### src/rtl/bdp_pkg.sv
package bdp_pkg;
   typedef enum logic [1:0] {
      CYC_IDLE   = 2'd0,
      CYC_EXT_RD = 2'd1,
      CYC_WRITE  = 2'd2,
      CYC_INT_RD = 2'd3
   } cyc_kind_t;
endpackage

### src/rtl/bdp_e_phase.sv
module bdp_e_phase (
   input  logic clk,
   input  logic rst_n,
   input  logic e_level,
   output logic e_fall,
   output logic drive_window
);
   logic e_q;

   always_ff @(posedge clk or negedge rst_n) begin
      if (!rst_n) e_q <= 1'b0;
      else        e_q <= e_level;
   end

   assign e_fall       = e_q & ~e_level;
   assign drive_window = e_level | e_q;
endmodule

### src/rtl/bdp_gpio_regs.sv
module bdp_gpio_regs #(
   parameter int WIDTH = 8
) (
   input  logic             clk,
   input  logic             rst_n,
   input  logic [WIDTH-1:0] reg_wdata,
   input  logic             reg_wr_dat,
   input  logic             reg_wr_dir,
   input  logic [WIDTH-1:0] pin_in,
   output logic [WIDTH-1:0] dat_q,
   output logic [WIDTH-1:0] dir_q,
   output logic [WIDTH-1:0] port_rd_data
);
   always_ff @(posedge clk or negedge rst_n) begin
      if (!rst_n) begin
         dat_q <= '0;
         dir_q <= '0;
      end else begin
         if (reg_wr_dat) dat_q <= reg_wdata;
         if (reg_wr_dir) dir_q <= reg_wdata;
      end
   end

   for (genvar b = 0; b < WIDTH; b++) begin : g_rd
      assign port_rd_data[b] = dir_q[b] ? dat_q[b] : pin_in[b];
   end
endmodule

### src/rtl/bdp_read_latch.sv
module bdp_read_latch #(
   parameter int WIDTH = 8
) (
   input  logic             clk,
   input  logic             rst_n,
   input  logic             capture,
   input  logic [WIDTH-1:0] pin_in,
   output logic [WIDTH-1:0] bus_rd_data
);
   always_ff @(posedge clk or negedge rst_n) begin
      if (!rst_n)       bus_rd_data <= '0;
      else if (capture) bus_rd_data <= pin_in;
   end
endmodule

### src/rtl/bdp_pad_ctrl.sv
module bdp_pad_ctrl #(
   parameter int WIDTH = 8
) (
   input  logic             mode_exp,
   input  logic             halt,
   input  logic             opt_wired_or,
   input  logic             bus_drive,
   input  logic [WIDTH-1:0] int_data,
   input  logic [WIDTH-1:0] dat_q,
   input  logic [WIDTH-1:0] dir_q,
   output logic [WIDTH-1:0] pin_out,
   output logic [WIDTH-1:0] pin_oe
);
   logic [WIDTH-1:0] val_sel;
   logic [WIDTH-1:0] en_sel;

   always_comb begin
      if (mode_exp) begin
         val_sel = int_data;
         en_sel  = {WIDTH{bus_drive}};
      end else begin
         val_sel = dat_q;
         en_sel  = dir_q;
      end
   end

   for (genvar b = 0; b < WIDTH; b++) begin : g_pad
      logic low_ok;
      assign low_ok     = ~opt_wired_or | ~val_sel[b];
      assign pin_out[b] = val_sel[b];
      assign pin_oe[b]  = ~halt & en_sel[b] & low_ok;
   end
endmodule

### src/rtl/bidir_data_port.sv
module bidir_data_port
   import bdp_pkg::*;
#(
   parameter int WIDTH = 8
) (
   input  logic             clk,
   input  logic             rst_n,
   input  logic             mode_exp,
   input  logic             halt,
   input  logic             opt_wired_or,
   input  logic             opt_read_vis,
   input  logic [1:0]       cyc_kind,
   input  logic             e_level,
   input  logic [WIDTH-1:0] int_data,
   input  logic [WIDTH-1:0] reg_wdata,
   input  logic             reg_wr_dat,
   input  logic             reg_wr_dir,
   input  logic [WIDTH-1:0] pin_in,
   output logic [WIDTH-1:0] pin_out,
   output logic [WIDTH-1:0] pin_oe,
   output logic [WIDTH-1:0] bus_rd_data,
   output logic [WIDTH-1:0] port_rd_data
);
   if (WIDTH < 1 || WIDTH > 64) begin : g_bad_width
      $error("bidir_data_port: WIDTH out of range");
   end

   cyc_kind_t        kind;
   logic             e_fall;
   logic             drive_window;
   logic             cyc_drives;
   logic             bus_drive;
   logic             capture;
   logic [WIDTH-1:0] dat_q;
   logic [WIDTH-1:0] dir_q;

   assign kind = cyc_kind_t'(cyc_kind);

   always_comb begin
      unique case (kind)
         CYC_WRITE:  cyc_drives = 1'b1;
         CYC_INT_RD: cyc_drives = opt_read_vis;
         default:    cyc_drives = 1'b0;
      endcase
   end

   assign bus_drive = cyc_drives & drive_window;
   assign capture   = mode_exp & (kind == CYC_EXT_RD) & e_fall;

   bdp_e_phase i_e_phase (
      .clk          (clk),
      .rst_n        (rst_n),
      .e_level      (e_level),
      .e_fall       (e_fall),
      .drive_window (drive_window)
   );

   bdp_gpio_regs #(.WIDTH(WIDTH)) i_regs (
      .clk          (clk),
      .rst_n        (rst_n),
      .reg_wdata    (reg_wdata),
      .reg_wr_dat   (reg_wr_dat),
      .reg_wr_dir   (reg_wr_dir),
      .pin_in       (pin_in),
      .dat_q        (dat_q),
      .dir_q        (dir_q),
      .port_rd_data (port_rd_data)
   );

   bdp_read_latch #(.WIDTH(WIDTH)) i_rd_latch (
      .clk          (clk),
      .rst_n        (rst_n),
      .capture      (capture),
      .pin_in       (pin_in),
      .bus_rd_data  (bus_rd_data)
   );

   bdp_pad_ctrl #(.WIDTH(WIDTH)) i_pads (
      .mode_exp     (mode_exp),
      .halt         (halt),
      .opt_wired_or (opt_wired_or),
      .bus_drive    (bus_drive),
      .int_data     (int_data),
      .dat_q        (dat_q),
      .dir_q        (dir_q),
      .pin_out      (pin_out),
      .pin_oe       (pin_oe)
   );
endmodule

### config.mk
export PLATFORM = sky130hd
export DESIGN_NAME = bidir_data_port
export DESIGN_NICKNAME = d
export VERILOG_FILES = /design/src/rtl/bdp_pkg.sv /design/src/rtl/bdp_e_phase.sv /design/src/rtl/bdp_gpio_regs.sv /design/src/rtl/bdp_read_latch.sv /design/src/rtl/bdp_pad_ctrl.sv /design/src/rtl/bidir_data_port.sv
export SDC_FILE = /design/constraint.sdc
export NUM_CORES = 1
export LEC_CHECK = 0
export BUFFER_PORTS_ARGS = -buffer_cell sky130_fd_sc_hd__buf_2
export CAP_MARGIN = 20
export CORE_MARGIN = 4
export CORE_UTILIZATION = 48
export CTS_CLUSTER_SIZE = 40
export DETAILED_ROUTE_END_ITERATION = 16
export PLACE_DENSITY = 0.91
export SLEW_MARGIN = 20
export SYNTH_ARGS = -nofsm -noshare
export SYNTH_HDL_FRONTEND = slang
export SYNTH_SLANG_ARGS = --single-unit
### constraint.sdc
create_clock -name clk -period 2.6 [get_ports clk]
set_input_delay 0.52 -clock clk [delete_from_list [all_inputs] [get_ports clk]]
set_output_delay 0.52 -clock clk [all_outputs]
set_load 0.02 [all_outputs]
==> key figures <==
Die
  – Core ar.: about 0.0025 sq mm
  – Die height: 59.9 um
  – Die W: 59.9 um
  – Die ar.: approximately 0.0036 sq mm
  – Row cnt: 18
  – Initial Util: 0.512
  – Top-Level Pins: 67

Yosys
  – Sequential cell area fraction in the yosys report: 0.484
  – Ys flop type: dfrtp_1
  – Post-synth top area share: 0.484
  – EDFF count, synth: 0
  – Mapped Area: 0.00129 sq mm
  – Ys async rst share: 1.00
  – Leading area contributor after synthesis: dfrtp_1
  – Avg Cell Area, Syn: 14.2 sq um
  – Synth warn: 0
  – Yosys cell types: 14
  – Synth area leaders: dfrtp_1 48%, mux2_2 28%, mux2_4 9.3%
  – Count leader, synth: mux2_2
  – Yosys reg bits: 25
  – Top cell types by occurrence after synthesis: 32 x mux2_2, 25 x dfrtp_1, 8 x mux2_4, 8 x nor2_1, 7 x a2111oi_0
  – Syn_nets: ~130
  – Mapped Cells: 91

STA
  – Setup TNS: 0 ns
  – RSZ-0062 raised after global routing: false
  – Final hold viol count: 0
  – Final Max Slew Viols: 0
  – Slew at the pin with the worst max-slew slack: 0.748 ns
  – Clk_skew: 0.00841 ns
  – Worst relative slew slack: 0.501
  – Post-route setup slack: 0.275 ns
  – Min cycle time layout: 2.32 ns
  – Fmax: roughly 0.43 GHz
  – Fin crit share: 0.894
  – Final setup viols: 0

Power
  – Clock power share: 0.172
  – Seq pwr share: 0.488
  – P per Cell Area: 582 mW/mm^2
  – LEAKAGE: 0.828 nW
  – Internal power: 0.000652 W
  – Combinational share of power: 0.340
  – Psw: 0.000329 W
  – PnR Total Power: between 0.0009 and 0.001 W
  – Sw Share: 0.335
  – VDD IR max: 0.486 mV

Critical path
  – Critical path launch point type: input pin
  – Setup CP Type: input pin to primary output
  – Start point of the critical path: mode_exp
  – CP Max Fanout: 18
  – CP Cell Sequence: buf_2 > buf_12 > nand2b_2 > o21bai_1 > a2111oi_1 > buf_2
  – Peak per-stage delay on the critical path: 0.44 ns
  – Origin of the critical flop-to-flop path: i_e_phase.e_q$_DFF_PN0_
  – Cell mode on critical path: buf_2
  – Worst path slowest cell: a2111oi_1
  – CP endpoint kind: primary output
  – CP arrival: 1.80 ns
  – WP data required: 2.08 ns

Global routing
  – Global route overflow: 0
  – Tot GR Track Use: 0.193
  – Largest net degree at the start of global routing: 26
  – First-pass GRT wire length: 4970 um
  – Vias in the first global route: 1067
  – Initial antenna violation count: 0

Clock network
  – Clk buf depth: 2
  – CTS sink count: 25
  – Root buf cell: clkbuf_4
  – CTS resizes: 0
  – Total CTS buffers: 3
  – Post-CTS Setup Repair Bufs: 0
  – Clock latency on the worst-skew pair: 0.31 ns
  – H-tree depth: 1
  – Clock slew at the register clock pins of the worst setup and hold paths: 0.14 ns
  – CTS tree: done
  – Hold buffer count at CTS: 0

Final layout
  – Share of post-route cells with drive strength above 1: 0.722
  – Diodes inserted: 0
  – Final Instance Count excl. Fillers: 188
  – P&R area growth vs syn: 30.5%
  – FILL cells: 195
  – Nets: 194

Route
  – Vias: 1009
  – Via-per-instance ratio: 5.37
  – DRT iter0 DRCs: 43
  – Residual DRC: 0
  – Antenna-violating nets left: 0
  – Drt pass-1 iters: 4
  – Total Wirelength: 3270 um
  – Wire per inst: 17.4 um

Placement
  – RePlAce Congestion: 0.749
  – DPL Wire Length: 2560 um
  – Placed Cells: 184
  – Buffers on Ports: 66
  – Pre-CTS setup slack: 0.271 ns

Run
  – MaxCap Viol Count: 0

Outcome
  – Status: complete, no violations

Worst hold path
  – Worst hold path type: input pin to asynchronous set/reset pin
[power groups by stage]
stage	sequential (W)	combinational, W	clock (W)
finish	0.000479	0.000334	0.000169
CTS	0.000479	0.000338	0.000174
global placement	0.000480	0.000327	0
detailed placement	0.000487	0.000337	0
global route	0.000487	0.000359	0.000192
floorplan	0.000515	0.000178	0
[per-layer routing]
layer	GRT usage	routed length [um]	vias up
li1	-	-	471
met1	0.238	1330	486
met2	0.329	1640	48
met3	0.0432	278	4
met4	0.0665	26	0
met5	0	0	-
[sequential cells by signal (all words and copies together) (netlist names)]
name                    flops
i_rd_latch.bus_rd_data      8
i_regs.dat_q                8
i_regs.dir_q                8
i_e_phase.e_q               1
[critical path, delay by kind of cell]
family	cells	cell delay, ns
AO/OA/AOI/OAI	2	0.66
AND/OR/NAND/NOR	1	0.10
buffers and inverters	3	0.50
[through the flow]
stage / hold slack [ns] / cell area (sq um) / util
after floorplan: 0.224 / 1300 / -
after global placement: 0.484 / 1660 / 0.658
after detailed placement: 0.495 / 1660 / 0.658
after CTS: 0.180 / 1690 / 0.669
after global routing: 0.195 / 1690 / 0.669
final: 0.165 / 1690 / 0.669
[cell families after synthesis]
group / synth area share
multiplexers: 0.372
flip-flops: 0.484
AND/OR/NAND/NOR: 0.0503
AO/OA/AOI/OAI: 0.0707
buffers and inverters: 0.0232
[final cells by class]
type	instances	area, sq um	area share
clock inverter	1	5.00	0.00297
timing repair buffer	67	350	0.208
sequential	25	626	0.371
tap	30	37.5	0.0223
multi-input combinational	62	646	0.383
clock buffer	3	22.5	0.0134
[cells in the final DEF, fill, tap and decap left out, types with 3 or more instances in the layout]
cell type  instances
mux2_4             8
dfrtp_1           25
a2111oi_1          7
mux2_2            32
clkbuf_4           3
buf_2             66
nor2_1             8
[path summary, 6_finish.rpt]
check | endpoint | slack [ns] | cells past startpoint
max | pin_oe[1] | 0.28 | 6
min | i_rd_latch.bus_rd_data[5]$_DFFE_PN0P_ | 0.16 | 1
max reg2reg | i_rd_latch.bus_rd_data[0]$_DFFE_PN0P_ | 1.25 | 3
min in group clk | i_e_phase.e_q$_DFF_PN0_ | 0.32 | 1
min reg2reg | i_rd_latch.bus_rd_data[6]$_DFFE_PN0P_ | 0.52 | 1
max in group asynchronous | i_rd_latch.bus_rd_data[6]$_DFFE_PN0P_ | 2.07 | 1
Note: power is estimated with default switching activity, not from simulation.
